$ cat src/rtl/pfd_lock_pkg.sv
package pfd_lock_pkg;
  typedef enum logic [1:0] {
    PUMP_FLOAT = 2'b00,
    PUMP_HIGH  = 2'b11,
    PUMP_LOW   = 2'b10
  } pump_state_e;
endpackage

$ cat src/rtl/pfd_edge_sync.sv
module pfd_edge_sync #(
  parameter int STAGES = 2
) (
  input  logic clk,
  input  logic rst_n,
  input  logic async_in,
  output logic rise
);
  logic [STAGES:0] chain_q;
  logic [STAGES:0] chain_d;

  always_comb begin
    chain_d[0] = async_in;
    for (int i = 1; i <= STAGES; i++) chain_d[i] = chain_q[i-1];
  end

  always_ff @(posedge clk or negedge rst_n) begin
    if (!rst_n) chain_q <= '0;
    else        chain_q <= chain_d;
  end

  assign rise = chain_q[STAGES-1] & ~chain_q[STAGES];
endmodule

$ cat src/rtl/pfd_core.sv
module pfd_core
  import pfd_lock_pkg::*;
(
  input  logic        clk,
  input  logic        rst_n,
  input  logic        ref_rise,
  input  logic        div_rise,
  output logic        up_q,
  output logic        dn_q,
  output pump_state_e pump
);
  logic up_d, dn_d, up_arm, dn_arm;

  always_comb begin
    up_arm = up_q | ref_rise;
    dn_arm = dn_q | div_rise;
    up_d   = up_arm & ~dn_arm;
    dn_d   = dn_arm & ~up_arm;
  end

  always_ff @(posedge clk or negedge rst_n) begin
    if (!rst_n) begin
      up_q <= 1'b0;
      dn_q <= 1'b0;
    end else begin
      up_q <= up_d;
      dn_q <= dn_d;
    end
  end

  always_comb begin
    if (up_q)      pump = PUMP_HIGH;
    else if (dn_q) pump = PUMP_LOW;
    else           pump = PUMP_FLOAT;
  end

  a_r4_no_overlap: assert property (@(posedge clk) disable iff (!rst_n)
    !(up_q && dn_q));
  a_r2_up_from_ref: assert property (@(posedge clk) disable iff (!rst_n)
    $rose(up_q) |-> $past(ref_rise));
  a_r3_dn_from_div: assert property (@(posedge clk) disable iff (!rst_n)
    $rose(dn_q) |-> $past(div_rise));
endmodule

$ cat src/rtl/pfd_lock_mon.sv
module pfd_lock_mon #(
  parameter int ERR_MAX      = 2,
  parameter int LOCK_PERIODS = 8
) (
  input  logic clk,
  input  logic rst_n,
  input  logic ref_rise,
  input  logic active,
  input  logic alarm_clr,
  output logic lock_q,
  output logic alarm_q
);
  localparam int EW = $clog2(ERR_MAX + 2) + 1;
  localparam int LW = $clog2(LOCK_PERIODS + 1) + 1;
  localparam logic [EW-1:0] ERR_SAT = EW'(ERR_MAX + 1);
  localparam logic [LW-1:0] RUN_TOP = LW'(LOCK_PERIODS);

  logic [EW-1:0] err_q, err_d, err_sum;
  logic [LW-1:0] run_q, run_d, run_inc;
  logic          lock_d, alarm_d, good, drop;

  always_comb begin
    err_sum = (err_q >= ERR_SAT) ? ERR_SAT : err_q + EW'(active);
    good    = err_sum <= EW'(ERR_MAX);
    run_inc = (run_q >= RUN_TOP) ? RUN_TOP : run_q + LW'(1);
    err_d   = err_q;
    run_d   = run_q;
    lock_d  = lock_q;
    if (ref_rise) begin
      err_d = '0;
      if (good) begin
        run_d  = run_inc;
        lock_d = (run_inc >= RUN_TOP);
      end else begin
        run_d  = '0;
        lock_d = 1'b0;
      end
    end else begin
      err_d = err_sum;
    end
    drop    = lock_q & ~lock_d;
    alarm_d = drop | (alarm_q & ~alarm_clr);
  end

  always_ff @(posedge clk or negedge rst_n) begin
    if (!rst_n) begin
      err_q   <= '0;
      run_q   <= '0;
      lock_q  <= 1'b0;
      alarm_q <= 1'b0;
    end else begin
      err_q   <= err_d;
      run_q   <= run_d;
      lock_q  <= lock_d;
      alarm_q <= alarm_d;
    end
  end

  a_r5_lock_at_ref_edge: assert property (@(posedge clk) disable iff (!rst_n)
    $rose(lock_q) |-> $past(ref_rise));
  a_r6_unlock_at_ref_edge: assert property (@(posedge clk) disable iff (!rst_n)
    $fell(lock_q) |-> $past(ref_rise));
  a_r7_alarm_on_loss: assert property (@(posedge clk) disable iff (!rst_n)
    $fell(lock_q) |-> alarm_q);
  a_r7_alarm_sticky: assert property (@(posedge clk) disable iff (!rst_n)
    ($past(alarm_q) && !$past(alarm_clr)) |-> alarm_q);
endmodule

$ cat src/rtl/pfd_lock_top.sv
module pfd_lock_top
  import pfd_lock_pkg::*;
#(
  parameter int SYNC_STAGES  = 2,
  parameter int ERR_MAX      = 2,
  parameter int LOCK_PERIODS = 8
) (
  input  logic clk,
  input  logic rst_n,
  input  logic ref_in,
  input  logic div_in,
  input  logic tx_req,
  input  logic alarm_clr,
  output logic up,
  output logic down,
  output logic pump_drive,
  output logic pump_level,
  output logic locked,
  output logic alarm,
  output logic excite_en
);
  logic [1:0]  rises;
  logic [1:0]  raw_in;
  pump_state_e pump;

  assign raw_in = {div_in, ref_in};

  for (genvar g = 0; g < 2; g++) begin : g_sync
    pfd_edge_sync #(.STAGES(SYNC_STAGES)) u_sync (
      .clk      (clk),
      .rst_n    (rst_n),
      .async_in (raw_in[g]),
      .rise     (rises[g])
    );
  end

  pfd_core u_core (
    .clk      (clk),
    .rst_n    (rst_n),
    .ref_rise (rises[0]),
    .div_rise (rises[1]),
    .up_q     (up),
    .dn_q     (down),
    .pump     (pump)
  );

  pfd_lock_mon #(.ERR_MAX(ERR_MAX), .LOCK_PERIODS(LOCK_PERIODS)) u_mon (
    .clk       (clk),
    .rst_n     (rst_n),
    .ref_rise  (rises[0]),
    .active    (up | down),
    .alarm_clr (alarm_clr),
    .lock_q    (locked),
    .alarm_q   (alarm)
  );

  assign pump_drive = pump[1];
  assign pump_level = pump[0];
  assign excite_en  = tx_req & locked;

  a_r3_low_means_down: assert property (@(posedge clk) disable iff (!rst_n)
    (pump_drive && !pump_level) |-> down);
  a_r8_no_excite_unlocked: assert property (@(posedge clk) disable iff (!rst_n)
    !locked |-> !excite_en);
endmodule

$ cat config.mk
export PLATFORM = sky130hd
export DESIGN_NAME = pfd_lock_top
export DESIGN_NICKNAME = d
export VERILOG_FILES = /design/src/rtl/pfd_lock_pkg.sv /design/src/rtl/pfd_edge_sync.sv /design/src/rtl/pfd_core.sv /design/src/rtl/pfd_lock_mon.sv /design/src/rtl/pfd_lock_top.sv
export SDC_FILE = /design/constraint.sdc
export NUM_CORES = 1
export LEC_CHECK = 0
export CAP_MARGIN = 30
export CORE_UTILIZATION = 35
export CTS_BUF_LIST = sky130_fd_sc_hd__clkbuf_8
export CTS_CLUSTER_DIAMETER = 60
export DETAILED_ROUTE_END_ITERATION = 7
export GPL_ROUTABILITY_DRIVEN = 0
export PLACE_DENSITY_LB_ADDON = 0.2
export SLEW_MARGIN = 20
export SYNTH_ARGS = -nofsm -noshare
export SYNTH_HDL_FRONTEND = slang
export SYNTH_HIERARCHICAL = 1
export SYNTH_SLANG_ARGS = --single-unit
$ cat constraint.sdc
create_clock -name clk -period 2.02 [get_ports clk]
set_input_delay 0.606 -clock clk [delete_from_list [all_inputs] [get_ports clk]]
set_output_delay 0.606 -clock clk [all_outputs]
set_load 0.03 [all_outputs]
==> reports/qor.csv <==
metric,value,unit
outcome,"finished, final reports clean",
cp_cell_sequence,clkdlybuf4s50_1,
setup_viol_count_final,0,
power.total,1.10,mW
met2_usage,15.1,%
syn-cell-area,742,um^2
grt_max_degree,19,
clk_pin_slew,0.06,ns
seq_power_share,44.6,%
syn_inst,61,
tightest_slew,0.309,ns
min_to,g_sync[1].u_sync/chain_q[1],
ys_top_cells_by_area,"dfrtp_1, ha_1, inv_1, nor2b_4, a21oi_4",
worst_ep_required_time,1.41,ns
multi_input_area,249,um^2
synth_cell_types,27,
start_kind,flop,
synth_top_area_share,60.7,%
reg2reg_setup_slack,0.17,ns
grt-busiest-layer,met1,
p_per_area,1170,nW/um^2
seqCellArea,450,um^2
syn_nets,70,
finalSetupTns,0,ns
rsz0062_at_grt,false,
cts_resized,1,
postPlaceCellArea,888,um^2
core_area,1980,um^2
min_path_cells,0,
swShare,32.2,%
fin_nets,86,
clock-root-buffer,clkbuf_8,
drive_gt1_share,15.8,%
syn_to_final_growth,27.0,%
cts_tree,built,
drv_cap,0,
critPathArrivalTime,1.36,ns
post_cts_buffers,0,
p_switching,355,uW
track_usage,11.9,%
routed_via_density,4.56,
cpMaxStageDelayCell,clkdlybuf4s50_1,
whs,0.349,ns
final_cell_area,942,um^2
die_h,48.0,um
row_count,16,
worstRegToRegCells,6,
clkLatencyLatePin,0.25,ns
dr_total_vias,470,
ys_seq_area_share,60.7,%
antenna_found_initial,0,
grt.met3_usage,2.64,%
synth_common_cells,"dfrtp_1, inv_1, ha_1, nand3_1, o21ai_0",
cts_made_buffers,3,
overflow,0,
hold_violations,0,
async_reset_ff_share,100,%
cp_num_buf_inv,1,
utilization,47.5,%
start_util,37.4,%
peakVddDrop,0.583,mV
fmax,509,MHz
hold_class,flop to flop,
ios,13,
grt_pass1_wl,1.79,mm
period_needed,1.97,ns
maxSlewViolCount,0,
criticalPathCategory,flop to primary output,
synth_warnings,6,
n_antenna_cell,0,
leakage,0.436,nW
die_w,48.0,um
dieArea,2310,um^2
rr_startpoint,u_core/up_q,
power.clock.fraction,26.1,%
postRouteAntennaNets,0,
reg2reg_to,u_mon/alarm_q,
htree_levels,1,
grt_pass1_vias,436,
drt_iter0_markers,11,
endpoint_kind,primary output,
yosysMostFrequentCell,dfrtp_1,
routed_wl,1.09,mm
cts_sinks,18,
synth_ff_type,dfrtp_1,
post-dp-hpwl,762,um
crit_cells,1,
dr.pass1.iters,4,
cts_hold_buf,0,
fin_worst_skew,0.00374,ns
slew_headroom,79.3,%
met1_usage,17.0,%
p_comb_share,29.3,%
synth.largest_area_cell,dfrtp_1,
internal_power,745,uW
numPortBuffers,12,
synth.avg_cell_area,12.2,um^2
critPathTopFamily,buffers and inverters,
clock_path_buffers,2,
fin_crit_sh,97.3,%
crit_path_max_fanout,5,
min_from,g_sync[1].u_sync/chain_q[0],
ys_ff_latch,18,
drcViolationCount,0,
synth_edf_count,0,
max_stage_delay,0.70,ns
fillers,177,
wl_per_cell,10.5,um
## power by group through the flow
stage	Clock, mW	Sequential (mW)	Combinational [mW]
detailed placement	0	0.499	0.326
global route	0.303	0.500	0.366
floorplan	0	0.502	0.229
CTS	0.300	0.492	0.323
global placement	0	0.497	0.321
finish	0.287	0.491	0.322
## stage by stage
step | setup WS [ns] | cells
final | 0.0536 | 103
after global routing | 0.000952 | 103
after CTS | 0.0388 | 103
after detailed placement | 0.0898 | 99
after global placement | 0.0975 | 99
after floorplan | 0.127 | 61
## registers in the layout (all words and copies together) (netlist names)
name and flops:
u_mon/err_q 3, u_mon/lock_q 1, g_sync.u_sync/chain_q 6, u_mon/alarm_q 1
u_core/up_q 1, u_core/dn_q 1, u_mon/run_q 5
## per-layer routing
| layer | vias up | part of all wire, % |
|---|---|---|
| met5 | - | 0 |
| li1 | 235 | - |
| met4 | 0 | 1.9 |
| met1 | 221 | 52 |
| met2 | 12 | 42 |
| met3 | 2 | 3.5 |
## cell type report
type | instances | share of cell area, %
Sequential cell | 18 | 47.8
Multi-Input combinational cell | 33 | 26.4
Timing Repair Buffer | 13 | 13.1
Clock buffer | 4 | 5.84
Tap cell | 27 | 3.59
Inverter | 8 | 3.19
## cell families after synthesis
| logic type | synth area share [%] |
|---|---|
| compound gates | 13.8 |
| fa+ha+maj | 5.06 |
| buf+inv | 5.73 |
| flops | 60.7 |
| simple gates | 14.7 |
## worst max-delay path by stage
stage | from | endpoint | slack, ns
after floorplan | u_core/dn_q | u_mon/alarm_q | 0.13
after global placement | tx_req | excite_en | 0.1
after detailed placement | tx_req | excite_en | 0.09
after CTS | u_core/up_q | up | 0.04
after global routing | u_core/up_q | pump_level | 0.001
final | u_core/up_q | up | 0.05
## cells in the final DEF, fill, tap and decap left out, drive strengths merged, types with 2 or more instances in the layout
cell type      synthesis  routed
clkdlybuf4s50          0      10
dfrtp                 18      18
nand2                  2       2
a21oi                  4       4
or2                    2       2
clkbuf                 0       4
nor2                   2       2
o21ai                  3       3
buf                    2       2
inv                    8       8
nor2b                  3       3
ha                     3       3
nand3                  3       3
No activity file was read; power rests on OpenSTA's default activity.
